### src/rtl/llsc_mon_pkg.sv
package llsc_mon_pkg;

    typedef enum logic [2:0] {
        OP_LOAD    = 3'd0,
        OP_IFETCH  = 3'd1,
        OP_STORE   = 3'd2,
        OP_LL      = 3'd3,
        OP_SC      = 3'd4,
        OP_LOCK_RD = 3'd5,
        OP_LOCK_WR = 3'd6,
        OP_FLUSH   = 3'd7
    } op_kind_e;

    typedef enum logic {
        QS_OPEN = 1'b0,
        QS_HELD = 1'b1
    } qstate_e;

    function automatic logic is_store_class(op_kind_e k);
        return (k == OP_STORE) || (k == OP_LOCK_RD) ||
               (k == OP_LOCK_WR) || (k == OP_FLUSH);
    endfunction

endpackage

### src/rtl/llsc_resv_table.sv
module llsc_resv_table #(
    parameter int DEPTH = 4,
    parameter int LW    = 26
) (
    input  logic          clk,
    input  logic          rst_n,
    input  logic [LW-1:0] look_line,
    output logic          look_hit,
    input  logic          clr_look,
    input  logic          set_look,
    input  logic          clr_loss,
    input  logic [LW-1:0] loss_line
);
    localparam int AW = (DEPTH > 1) ? $clog2(DEPTH) : 1;
    localparam int CW = $clog2(DEPTH + 1);

    logic [DEPTH-1:0] valid_q, valid_d;
    logic [LW-1:0]    line_q [DEPTH];
    logic [LW-1:0]    line_d [DEPTH];
    logic [AW-1:0]    age_q  [DEPTH];
    logic [AW-1:0]    age_d  [DEPTH];
    logic [AW-1:0]    age_adj[DEPTH];
    logic [DEPTH-1:0] m_look, m_loss, kill, keep;
    logic [CW-1:0]    live;
    logic             full, ins;
    logic [AW-1:0]    slot;

    always_comb begin
        for (int i = 0; i < DEPTH; i++) begin
            m_look[i] = valid_q[i] && (line_q[i] == look_line);
            m_loss[i] = valid_q[i] && (line_q[i] == loss_line);
        end
        kill = ({DEPTH{clr_look}} & m_look) | ({DEPTH{clr_loss}} & m_loss);
        keep = valid_q & ~kill;

        live = '0;
        for (int i = 0; i < DEPTH; i++) begin
            if (keep[i]) live = live + CW'(1);
        end

        // Close the rank gaps left by cleared entries
        for (int i = 0; i < DEPTH; i++) begin
            age_adj[i] = age_q[i];
            for (int j = 0; j < DEPTH; j++) begin
                if (kill[j] && (age_q[j] < age_q[i])) age_adj[i] = age_adj[i] - AW'(1);
            end
        end

        full = (live == CW'(DEPTH));
        ins  = set_look && !(|(keep & m_look));

        slot = '0;
        if (full) begin
            for (int i = 0; i < DEPTH; i++) begin
                if (age_adj[i] == AW'(DEPTH - 1)) slot = AW'(i);
            end
        end else begin
            for (int i = DEPTH - 1; i >= 0; i--) begin
                if (!keep[i]) slot = AW'(i);
            end
        end

        valid_d = keep;
        for (int i = 0; i < DEPTH; i++) begin
            line_d[i] = line_q[i];
            age_d[i]  = age_adj[i];
        end
        if (ins) begin
            for (int i = 0; i < DEPTH; i++) begin
                if (keep[i] && (AW'(i) != slot)) age_d[i] = age_adj[i] + AW'(1);
            end
            valid_d[slot] = 1'b1;
            line_d[slot]  = look_line;
            age_d[slot]   = '0;
        end
    end

    assign look_hit = |m_look;

    always_ff @(posedge clk) begin
        if (!rst_n) begin
            valid_q <= '0;
            for (int i = 0; i < DEPTH; i++) begin
                line_q[i] <= '0;
                age_q[i]  <= '0;
            end
        end else begin
            valid_q <= valid_d;
            for (int i = 0; i < DEPTH; i++) begin
                line_q[i] <= line_d[i];
                age_q[i]  <= age_d[i];
            end
        end
    end

    generate
        for (genvar g = 0; g < DEPTH; g++) begin : g_rank_chk
            AST_AGE_RANK: assert property (@(posedge clk) disable iff (!rst_n)
                valid_q[g] |-> (int'(age_q[g]) < $countones(valid_q)));
        end
    endgenerate

    AST_LL_HELD: assert property (@(posedge clk) disable iff (!rst_n)
        set_look |=> (valid_q != '0));

    AST_CLR_SHRINK: assert property (@(posedge clk) disable iff (!rst_n)
        (clr_look && look_hit && !set_look) |=>
        ($countones(valid_q) < $past($countones(valid_q))));

endmodule

### src/rtl/llsc_queue_ctl.sv
module llsc_queue_ctl
    import llsc_mon_pkg::*;
#(
    parameter int LW = 26
) (
    input  logic          clk,
    input  logic          rst_n,
    input  logic          lock_rd,
    input  logic          lock_wr,
    input  logic [LW-1:0] line,
    output logic          q_block,
    output logic          q_unblock,
    output logic          q_blocked,
    output logic [LW-1:0] q_line
);
    qstate_e st_q, st_d;

    always_comb begin
        st_d = st_q;
        unique case (st_q)
            QS_OPEN: if (lock_rd) st_d = QS_HELD;
            QS_HELD: if (lock_wr) st_d = QS_OPEN;
            default: st_d = QS_OPEN;
        endcase
    end

    always_ff @(posedge clk) begin
        if (!rst_n) st_q <= QS_OPEN;
        else        st_q <= st_d;
    end

    always_ff @(posedge clk) begin
        if (!rst_n) begin
            q_block   <= 1'b0;
            q_unblock <= 1'b0;
            q_line    <= '0;
        end else begin
            q_block   <= lock_rd;
            q_unblock <= lock_wr;
            if (lock_rd || lock_wr) q_line <= line;
        end
    end

    assign q_blocked = (st_q == QS_HELD);

    AST_BLOCK_LEVEL: assert property (@(posedge clk) disable iff (!rst_n)
        q_block |-> q_blocked);

    AST_UNBLOCK_LEVEL: assert property (@(posedge clk) disable iff (!rst_n)
        q_unblock |-> !q_blocked);

endmodule

### src/rtl/llsc_monitor.sv
module llsc_monitor
    import llsc_mon_pkg::*;
#(
    parameter int DEPTH = 4,
    parameter int LW    = 26
) (
    input  logic          clk,
    input  logic          rst_n,
    input  logic          test_mode,
    input  logic          cmp_valid,
    input  logic [2:0]    cmp_kind,
    input  logic [LW-1:0] cmp_line,
    input  logic          cmp_tag_present,
    input  logic          loss_valid,
    input  logic [LW-1:0] loss_line,
    input  logic          loss_sc_pending,
    output logic          rsp_valid,
    output logic          rsp_ok,
    output logic          q_block,
    output logic          q_unblock,
    output logic          q_blocked,
    output logic [LW-1:0] q_line
);
    op_kind_e kind;
    logic     hit, clr_cmp, set_ll, clr_loss, lrd, lwr, ok_d;

    assign kind = op_kind_e'(cmp_kind);

    always_comb begin
        clr_cmp  = cmp_valid && !test_mode &&
                   ((kind == OP_SC) || (is_store_class(kind) && cmp_tag_present));
        set_ll   = cmp_valid && !test_mode && (kind == OP_LL);
        clr_loss = loss_valid && loss_sc_pending;
        lrd      = cmp_valid && (kind == OP_LOCK_RD);
        lwr      = cmp_valid && (kind == OP_LOCK_WR);
        ok_d     = test_mode || (kind != OP_SC) || hit;
    end

    llsc_resv_table #(.DEPTH(DEPTH), .LW(LW)) u_table (
        .clk      (clk),
        .rst_n    (rst_n),
        .look_line(cmp_line),
        .look_hit (hit),
        .clr_look (clr_cmp),
        .set_look (set_ll),
        .clr_loss (clr_loss),
        .loss_line(loss_line)
    );

    llsc_queue_ctl #(.LW(LW)) u_qctl (
        .clk      (clk),
        .rst_n    (rst_n),
        .lock_rd  (lrd),
        .lock_wr  (lwr),
        .line     (cmp_line),
        .q_block  (q_block),
        .q_unblock(q_unblock),
        .q_blocked(q_blocked),
        .q_line   (q_line)
    );

    always_ff @(posedge clk) begin
        if (!rst_n) begin
            rsp_valid <= 1'b0;
            rsp_ok    <= 1'b0;
        end else begin
            rsp_valid <= cmp_valid;
            rsp_ok    <= cmp_valid && ok_d;
        end
    end

    AST_RSP_LAT: assert property (@(posedge clk) disable iff (!rst_n)
        cmp_valid |=> rsp_valid);

    AST_RSP_IDLE: assert property (@(posedge clk) disable iff (!rst_n)
        !cmp_valid |=> !rsp_valid);

    AST_LL_OK: assert property (@(posedge clk) disable iff (!rst_n)
        (cmp_valid && kind == OP_LL) |=> rsp_ok);

    AST_READ_OK: assert property (@(posedge clk) disable iff (!rst_n)
        (cmp_valid && (kind == OP_LOAD || kind == OP_IFETCH)) |=> rsp_ok);

    AST_TEST_OK: assert property (@(posedge clk) disable iff (!rst_n)
        (cmp_valid && test_mode) |=> rsp_ok);

    AST_SC_FAIL: assert property (@(posedge clk) disable iff (!rst_n)
        (cmp_valid && kind == OP_SC && !test_mode && !hit) |=> !rsp_ok);

endmodule

### config.mk
export PLATFORM = sky130hd
export DESIGN_NAME = llsc_monitor
export DESIGN_NICKNAME = d
export VERILOG_FILES = /design/src/rtl/llsc_mon_pkg.sv /design/src/rtl/llsc_resv_table.sv /design/src/rtl/llsc_queue_ctl.sv /design/src/rtl/llsc_monitor.sv
export SDC_FILE = /design/constraint.sdc
export NUM_CORES = 1
export LEC_CHECK = 0
export BUFFER_PORTS_ARGS = -buffer_cell sky130_fd_sc_hd__buf_2
export CORE_MARGIN = 2
export CORE_UTILIZATION = 52
export DETAILED_ROUTE_END_ITERATION = 10
export PLACE_DENSITY_LB_ADDON = 0.3
export SLEW_MARGIN = 10
export SYNTH_ARGS = -nofsm -noshare
export SYNTH_HDL_FRONTEND = slang
export SYNTH_SLANG_ARGS = --single-unit
### constraint.sdc
create_clock -name clk -period 5.9 [get_ports clk]
set_clock_uncertainty 0.15 [all_clocks]
set_input_delay 0.295 -clock clk [delete_from_list [all_inputs] [get_ports clk]]
set_output_delay 0.295 -clock clk [all_outputs]
set_load 0.005 [all_outputs]
; ---- Word level (Yosys, flattened, before mapping)
; Memories as Yosys holds them, arrays and structs flattened.
; Cells that the tools add are included.
[word_totals]
regBits = 35
n_memories = 2
inputBits = 62
mem_bits_rw = 112
[classes]
muxes = 59
n_reduce_logical = 51
addsub = 23
bitwise_logic = 19
magnitude_cmp = 20
n_eq_ne = 22
[memory_table]
columns = name, depth, word_bits, rd, rd_clocked_by_memory_dff, write_ports, line
row1 = u_table.line_q, 4, 26, 4, 0, 4, llsc_resv_table.sv:18  ; logic [LW-1:0] line_q [DEPTH];
row2 = u_table.age_q, 4, 2, 4, 0, 4, llsc_resv_table.sv:20  ; logic [AW-1:0] age_q [DEPTH];
[ops]
columns = op, n
row1 = 26-bit == test, 8
row2 = 26-bit 2-to-1 mux, 5
row3 = 104-bit bitwise mux, 1
row4 = 104-bit 2-to-1 mux, 1
row5 = 2-bit 2-to-1 mux, 36
row6 = 26-bit demux with 2-bit select, 1
row7 = 1-bit logical AND, 39
row8 = 2-bit < comparator, 16
row9 = 2-bit by 1-bit subtractor with 2-bit output (second input constant), 16
row10 = 4-bit AND, 4
row11 = 3-bit == test (second input constant), 5
row12 = 3-bit 2-to-1 mux, 3
row13 = 2-bit by 1-bit adder with 2-bit output (second input constant), 4
row14 = 8-bit AND, 1
row15 = 8-bit 2-to-1 mux, 1
row16 = 8-bit inverter, 1
row17 = 1-bit OR, 8
row18 = 4-bit OR, 2
row19 = 4-bit OR reduction, 2
row20 = 1-bit logical OR, 7
row21 = 1-bit 2-to-1 mux, 7
row22 = 3-bit by 1-bit adder with 3-bit output (second input constant), 2
row23 = 2-bit == test (second input constant), 3
row24 = 3-bit by 2-bit == test with 1-bit output (second input constant), 2
row25 = 17 further kinds, 19

; ---- Depth between registers and ports, before layout
; Gate-level depths: netlist (run 1).
[depth]
ltp_word = 31
depth_mapped = 19
depth_no_buf = 17

; ---- Modules after synthesis
; A second synthesis (run 1) with hierarchy kept.
[unflattened]
cells_unflattened = 1093
area_unflattened_um2 = 9426.5
[by_module_without_submodules]
columns = module, seq_area_each_um2, cells_per_inst, instances, area_each_um2
row1 = llsc_resv_table, 2322.2, 949, 1, 8152.8
row2 = llsc_queue_ctl, 580.6, 128, 1, 1139.8
row3 = llsc_monitor, 40.0, 16, 1, 133.9

; ---- Least setup slack after synthesis (run 1)
; Ideal clock, no wire load.
[synth_path]
path_kind = in2reg
startpoint = in cmp_line[19]
endpoint = mem u_table.line_q[0][10]
setup_slack_ns = 1.055
setup_ns = 0.128
path_stages = 18
arrival_time_ns = 4.567
cell_sequence = buf_2 xnor2_1 nand4_1 or4_1 o32ai_4 or2_2 buf_6 ha_1 or3_1 nand2_1 ha_1 or4b_2 a21o_1 a311oi_2 buf_6 buf_6 mux2i_1 nor2_1
[synth_rtl]
columns = item, line
row1 = "start, declared", llsc_monitor.sv:12  ; input logic [LW-1:0] cmp_line,
row2 = "end, declared", llsc_resv_table.sv:18

==> results of run 1 <==
sequential cells by signal, summed over array words and instances (netlist names):
register / count
u_table.line_q: 104
u_qctl.q_line: 26
u_table.age_q: 8
u_table.valid_q: 4
rsp_ok: 1
rsp_valid: 1
u_qctl.q_block: 1
u_qctl.q_blocked: 1
u_qctl.q_unblock: 1
final cells by class:
type	count	area, um^2	share of cell area
inverter	22	85.1	0.00837
multi-input combinational	800	5670	0.557
clock inverter	14	123	0.0121
clock buffer	18	429	0.0422
sequential	147	2940	0.289
tap	225	282	0.0277
timing repair buffer	111	641	0.0630
critical path: stages, from the launching register on:
cell and delay [ps]:
dfxtp_1 350, xnor2_1 380, nand4_1 180, or4_1 540
o32ai_4 400, or2_2 190, ha_1 250, or3_1 420
nand2_1 90, ha_1 220, or4b_2 690, a21oi_1 230
nor4_1 130, o21bai_4 390, buf_4 270, mux2i_1 210
nor2_1 60
Yosys cell counts (11+ instances only):
cell type  number
a21oi_1        46
buf_2          26
clkbuf_1       22
dfxtp_1       147
ha_1           18
inv_1          22
mux2i_1       106
nand2_1        81
nand3_1        16
nand4_1        46
nor2_1        127
nor4_1         30
or4_1          11
xnor2_1       118
xor2_1        112
layer usage:
layer,part of all wire,vias to the layer above
met5,0,-
li1,-,3663
met4,0.047,0
met2,0.47,332
met1,0.42,3699
met3,0.067,78
worst max-delay path by stage:
stage                               start                     to  slack [ps]  cells past startpoint
global placement             cmp_line[16]   u_table.line_q[3][3]         620                     17
detailed placement           cmp_line[16]   u_table.line_q[3][4]         530                     17
finish               u_table.line_q[1][1]   u_table.line_q[3][4]         600                     16
global route        u_table.line_q[1][16]  u_table.line_q[2][10]         390                     16
CTS                  u_table.line_q[1][1]  u_table.line_q[2][10]         680                     16
floorplan                    cmp_line[19]  u_table.line_q[0][10]        1050                     18
stage by stage:
step	setup slack [ps]	hold WS, ps
finish	599	10.9
floorplan	1050	276
global route	390	44.9
CTS	678	6.50
global placement	620	290
detailed placement	532	293
power breakdown:
part	leakage [nW]	switching (mW)	internal (mW)
logic	2.52	0.168	0.0839
clock network	0.255	0.480	0.549
registers	1.19	0.00697	1.00
cells by family (layout without fill, tap and decap cells):
family,after synthesis,count (layout),synth area share
XOR/XNOR,230,230,0.222
multiplexers,106,106,0.117
adder cells (fa/ha/maj),18,18,0.0249
buffers and inverters,84,165,0.0535
AND/OR/NAND/NOR,359,359,0.194
AO/OA/AOI/OAI,87,87,0.0633
flip-flops,147,147,0.325
==> results_dict.tcl, run 1 <==
set metrics [dict create \
    stdcell_count 1337 \
    crit_type "reg -> reg" \
    ctsHtreeMaxLevel 4 \
    gp_congestion 1.08 \
    gr-usage-met3 0.0645 \
    grt_max_degree 100 \
    slew-limit-headroom 0.308 \
    initial_utilization 0.527 \
    powerDensity_nw_per_um2 225 \
    core-area_um2 17200 \
    root_buffer "clkbuf_16" \
    endpoint_kind "flop" \
    design_area_um2 10200 \
    async_flop_share 0 \
    syn_to_final_growth_pct 12.3 \
    first_iter_violations 679 \
    r2r_end "u_table.line_q[3][4]" \
    period_minus_slack_ps 5300 \
    grt_pass1_wl_um 44700 \
    wirelength_um 30300 \
    antenna_cells 0 \
    nets 1179 \
    gr-total-overflow 0 \
    clock-sinks 147 \
    netlist.area_leader.share 0.325 \
    p_total_mw 2.29 \
    hold_class "in -> reg" \
    dieArea_um2 18500 \
    syn_inst 1031 \
    postPlaceCellArea_um2 9620 \
    cts_tree "yes" \
    min_from "cmp_valid" \
    setup_viol 0 \
    grt_pass1_vias 7350 \
    synth_edf_count 0 \
    outcome "finished clean" \
    peakVddDrop_mv 0.194 \
    min_to "rsp_valid" \
    ys_types 53 \
    cts_max_path_buffers 2 \
    critPathMaxFanout 8 \
    clk_latency_ps 430 \
    firstDrtPassIters 5 \
    yosys-top-cells-area "dfxtp_1 (33%), mux2i_1 (12%), xnor2_1 (11%)" \
    worst_slew_pin_slew_ps 1040 \
    fmax_mhz 189 \
    met2_usage 0.539 \
    layout_common_cells "dfxtp_1 (147), nor2_1 (127), xnor2_1 (118), xor2_1 (112), mux2i_1 (106)" \
    antenna_found_initial 0 \
    yosys_warnings 0 \
    rrSetupSlack_ps 600 \
    dieWidth_um 136 \
    drc 0 \
    io_buffer_count 92 \
    ctsHoldBuffers 0 \
    grt_use_total 0.332 \
    maxCapViolations 0 \
    routedWlPerCell_um 22.7 \
    worstSetupStartpointType "flop" \
    r2r_cells 16 \
    grt.busiest_layer "met2" \
    use_met1 0.421 \
    cts_resized 0 \
    rows 48 \
    vias 7772 \
    ios 93 \
    min_path_cells 2 \
    r2r-start "u_table.line_q[1][1]" \
    synth_area_um2 9050 \
    dp.cells 1305 \
    critPathRequiredTime_ps 6030 \
    viasPerCell 5.81 \
    dieHeight_um 136 \
    ant_nets 0 \
    synth_top_area_cell "dfxtp_1" \
    layout_commonest_cell "dfxtp_1" \
    post-route-util 0.592 \
    period_share 0.899 \
    rsz0062_at_grt "false" \
    drive_gt1_frac 0.145 \
    synth_area_per_cell_um2 8.78 \
    ys.flop_type "dfxtp_1" \
    cts_setup_buffers 0 \
    yosys_register_bits 147 \
    ys_seq_area_frac 0.325 \
    crit_arrival_ps 5430 \
    clk_pin_slew_worst_paths_ps 70 \
    leakagePower_nw 3.96 \
    dp_hpwl_um 23500 \
    tns_ps 0 \
    cts_inserted_buffers 17 \
    synth_nets 1111 \
    fill_cells 1583 \
    drv_slew 0 \
    hold_viol_final 0 \
]
(Power assumes the default switching activity.)
==> inputs of run 2 (changes only) <==
--- a/config.mk
+++ b/config.mk
@@ -6,10 +6,13 @@
 export NUM_CORES = 1
 export LEC_CHECK = 0
 export BUFFER_PORTS_ARGS = -buffer_cell sky130_fd_sc_hd__buf_2
+export CELL_PAD_IN_SITES_DETAIL_PLACEMENT = 1
+export CELL_PAD_IN_SITES_GLOBAL_PLACEMENT = 1
 export CORE_MARGIN = 2
-export CORE_UTILIZATION = 52
+export CORE_UTILIZATION = 49
 export DETAILED_ROUTE_END_ITERATION = 10
 export PLACE_DENSITY_LB_ADDON = 0.3
+export RECOVER_POWER = 25
 export SLEW_MARGIN = 10
 export SYNTH_ARGS = -nofsm -noshare
 export SYNTH_HDL_FRONTEND = slang
==> constraint.sdc (replaced) <==
create_clock -name clk -period 6.1 [get_ports clk]
set_clock_uncertainty 0.15 [all_clocks]
set_input_delay 0.305 -clock clk [delete_from_list [all_inputs] [get_ports clk]]
set_output_delay 0.305 -clock clk [all_outputs]
set_load 0.005 [all_outputs]
==> run 2 against run 1 <==
  * Largest cell class unchanged
  * Critical path depth unchanged
  * Highest routed layer unchanged
  * First-iteration DRC count down 31%
  * Routed wire length up 11%
  * Critical endpoint is now u_table.line_q[2][24]
==> results_dict.tcl, run 2 (same netlist as run 1, synthesis figures left out) <==
set metrics [dict create \
    fill_cells 2173 \
    io_buffer_count 92 \
    cts_max_path_buffers 2 \
    antenna_found_initial 0 \
    peakVddDrop_mv 0.213 \
    rsz0062_at_grt "false" \
    worstSetupStartpointType "flop" \
    outcome "finished clean" \
    min_from "cmp_valid" \
    grt_max_degree 72 \
    viasPerCell 5.93 \
    cts_resized 0 \
    critPathMaxFanout 20 \
    clock-sinks 147 \
    register_area_um2 2940 \
    path_common_cell "ha_1" \
    grt_pass1_vias 8438 \
    top_register "u_table.line_q" \
    multi_input_area_um2 5670 \
    setup_viol 0 \
    dieArea_um2 19600 \
    nets 1176 \
    cts_inserted_buffers 17 \
    crit_path_top_delay_cell "or4b_2" \
    r2r-start "u_table.line_q[1][19]" \
    initial_utilization 0.502 \
    ctsHtreeMaxLevel 4 \
    grt_pass1_wl_um 51000 \
    leakagePower_nw 3.91 \
    gp_congestion 1.00 \
    ant_nets 0 \
    min_to "rsp_valid" \
    endpoint_kind "flop" \
    cts_tree "yes" \
    crit_type "reg -> reg" \
    path_cells "xnor2_1, nand4_1, or4_1, o32ai_4, or2_2, ha_1, or3_1, nand2_1, ha_1, or4b_2, a21oi_1, o21ai_0, a21oi_4, buf_4, mux2i_1, nor2_1" \
    wirelength_um 33600 \
    grt_use_total 0.346 \
    critPathMaxStageDelay_ps 680 \
    r2r_end "u_table.line_q[2][24]" \
    first_iter_violations 467 \
    core-area_um2 18000 \
    slew-limit-headroom 0.413 \
    fmax_mhz 180 \
    tns_ps 0 \
    hold_viol_final 0 \
    rows 49 \
    stdcell_count 1338 \
    root_buffer "clkbuf_16" \
    gr-total-overflow 0 \
    layout_commonest_cell "dfxtp_1" \
    critPathRequiredTime_ps 6250 \
    powerDensity_nw_per_um2 228 \
    largest_reg_flops 104 \
    routedWlPerCell_um 25.1 \
    worst_slew_pin_slew_ps 880 \
    rrSetupSlack_ps 560 \
    syn_to_final_growth_pct 12.4 \
    clk_latency_ps 440 \
    crit_buf_inv 1 \
    dp.cells 1306 \
    vias 7933 \
    dp_hpwl_um 25300 \
    largest_registers "u_table.line_q: 104 flops, u_qctl.q_line: 26 flops, u_table.age_q: 8 flops" \
    drive_gt1_frac 0.127 \
    clk_pin_slew_worst_paths_ps 70 \
    drc 0 \
    crit_arrival_ps 5690 \
    ctsHoldBuffers 0 \
    antenna_cells 0 \
    min_path_cells 2 \
    hold_class "in -> reg" \
    dieHeight_um 140 \
    maxCapViolations 0 \
    period_minus_slack_ps 5540 \
    firstDrtPassIters 5 \
    dieWidth_um 140 \
    drv_slew 0 \
    r2r_cells 16 \
    cts_setup_buffers 0 \
    ios 93 \
    layout_common_cells "dfxtp_1 (147), nor2_1 (127), xnor2_1 (118), xor2_1 (112), mux2i_1 (106)" \
    crit_family "simple AND/OR/NAND/NOR gates" \
    period_share 0.909 \
]
==> run 2: changes by cell type in the layout (fill, tap and decap cells not counted), sizes merged <==
cell,previous run,this run
buf,111,91
clkinvlp,5,2
bufinv,0,2
clkbuf,18,34
inv,27,29
==> run 2: metal layers <==
metal	vias to the layer above	track usage	share of wire
met2	307	0.596	0.48
met1	3887	0.406	0.40
met5	-	0	0
met4	0	0.190	0.058
li1	3651	-	-
met3	88	0.0643	0.057
==> run 2: worst max-delay path by stage <==
stage	from	end	depth (start not counted)
final	u_table.line_q[1][19]	u_table.line_q[2][24]	16
after global routing	u_table.line_q[1][19]	u_table.line_q[2][4]	16
after CTS	u_table.line_q[1][19]	u_table.line_q[2][4]	16
after detailed placement	cmp_line[19]	u_table.line_q[2][4]	17
after global placement	cmp_line[19]	u_table.line_q[2][11]	17
after floorplan	cmp_line[19]	u_table.line_q[0][10]	18
==> run 2: per-stage QoR <==
stage	hold WS (ps)	setup slack (ps)	power (mW)	area, um^2	util
final	27.0	558	2.32	10200	0.564
after global routing	54.4	320	2.38	10200	0.564
after CTS	27.5	609	2.32	10200	0.566
after detailed placement	294	484	1.24	9600	0.533
after global placement	290	686	1.24	9600	0.533
after floorplan	286	1240	1.13	9050	-
==> run 2: area by class of cell <==
class	count	area share
clock buffer	17	0.0418
clock inverter	15	0.0168
inverter	22	0.00836
multi-input combinational	800	0.557
sequential	147	0.289
tap	229	0.0282
timing repair buffer	108	0.0585
==> run 2: report_power, final <==
part	switching (mW)	total, mW	internal (mW)
clock network	0.481	1.10	0.615
logic	0.172	0.252	0.0803
registers	0.00697	0.976	0.969
==> run 2: worst register-to-register path: cells and delay by family, from the launching register on <==
| kind | cells | cell delay, ps |
|---|---|---|
| compound gates | 4 | 1030 |
| xor+xnor | 1 | 350 |
| fa+ha+maj | 2 | 510 |
| buf+inv | 1 | 410 |
| flops | 1 | 360 |
| mux | 1 | 280 |
| simple gates | 7 | 2310 |
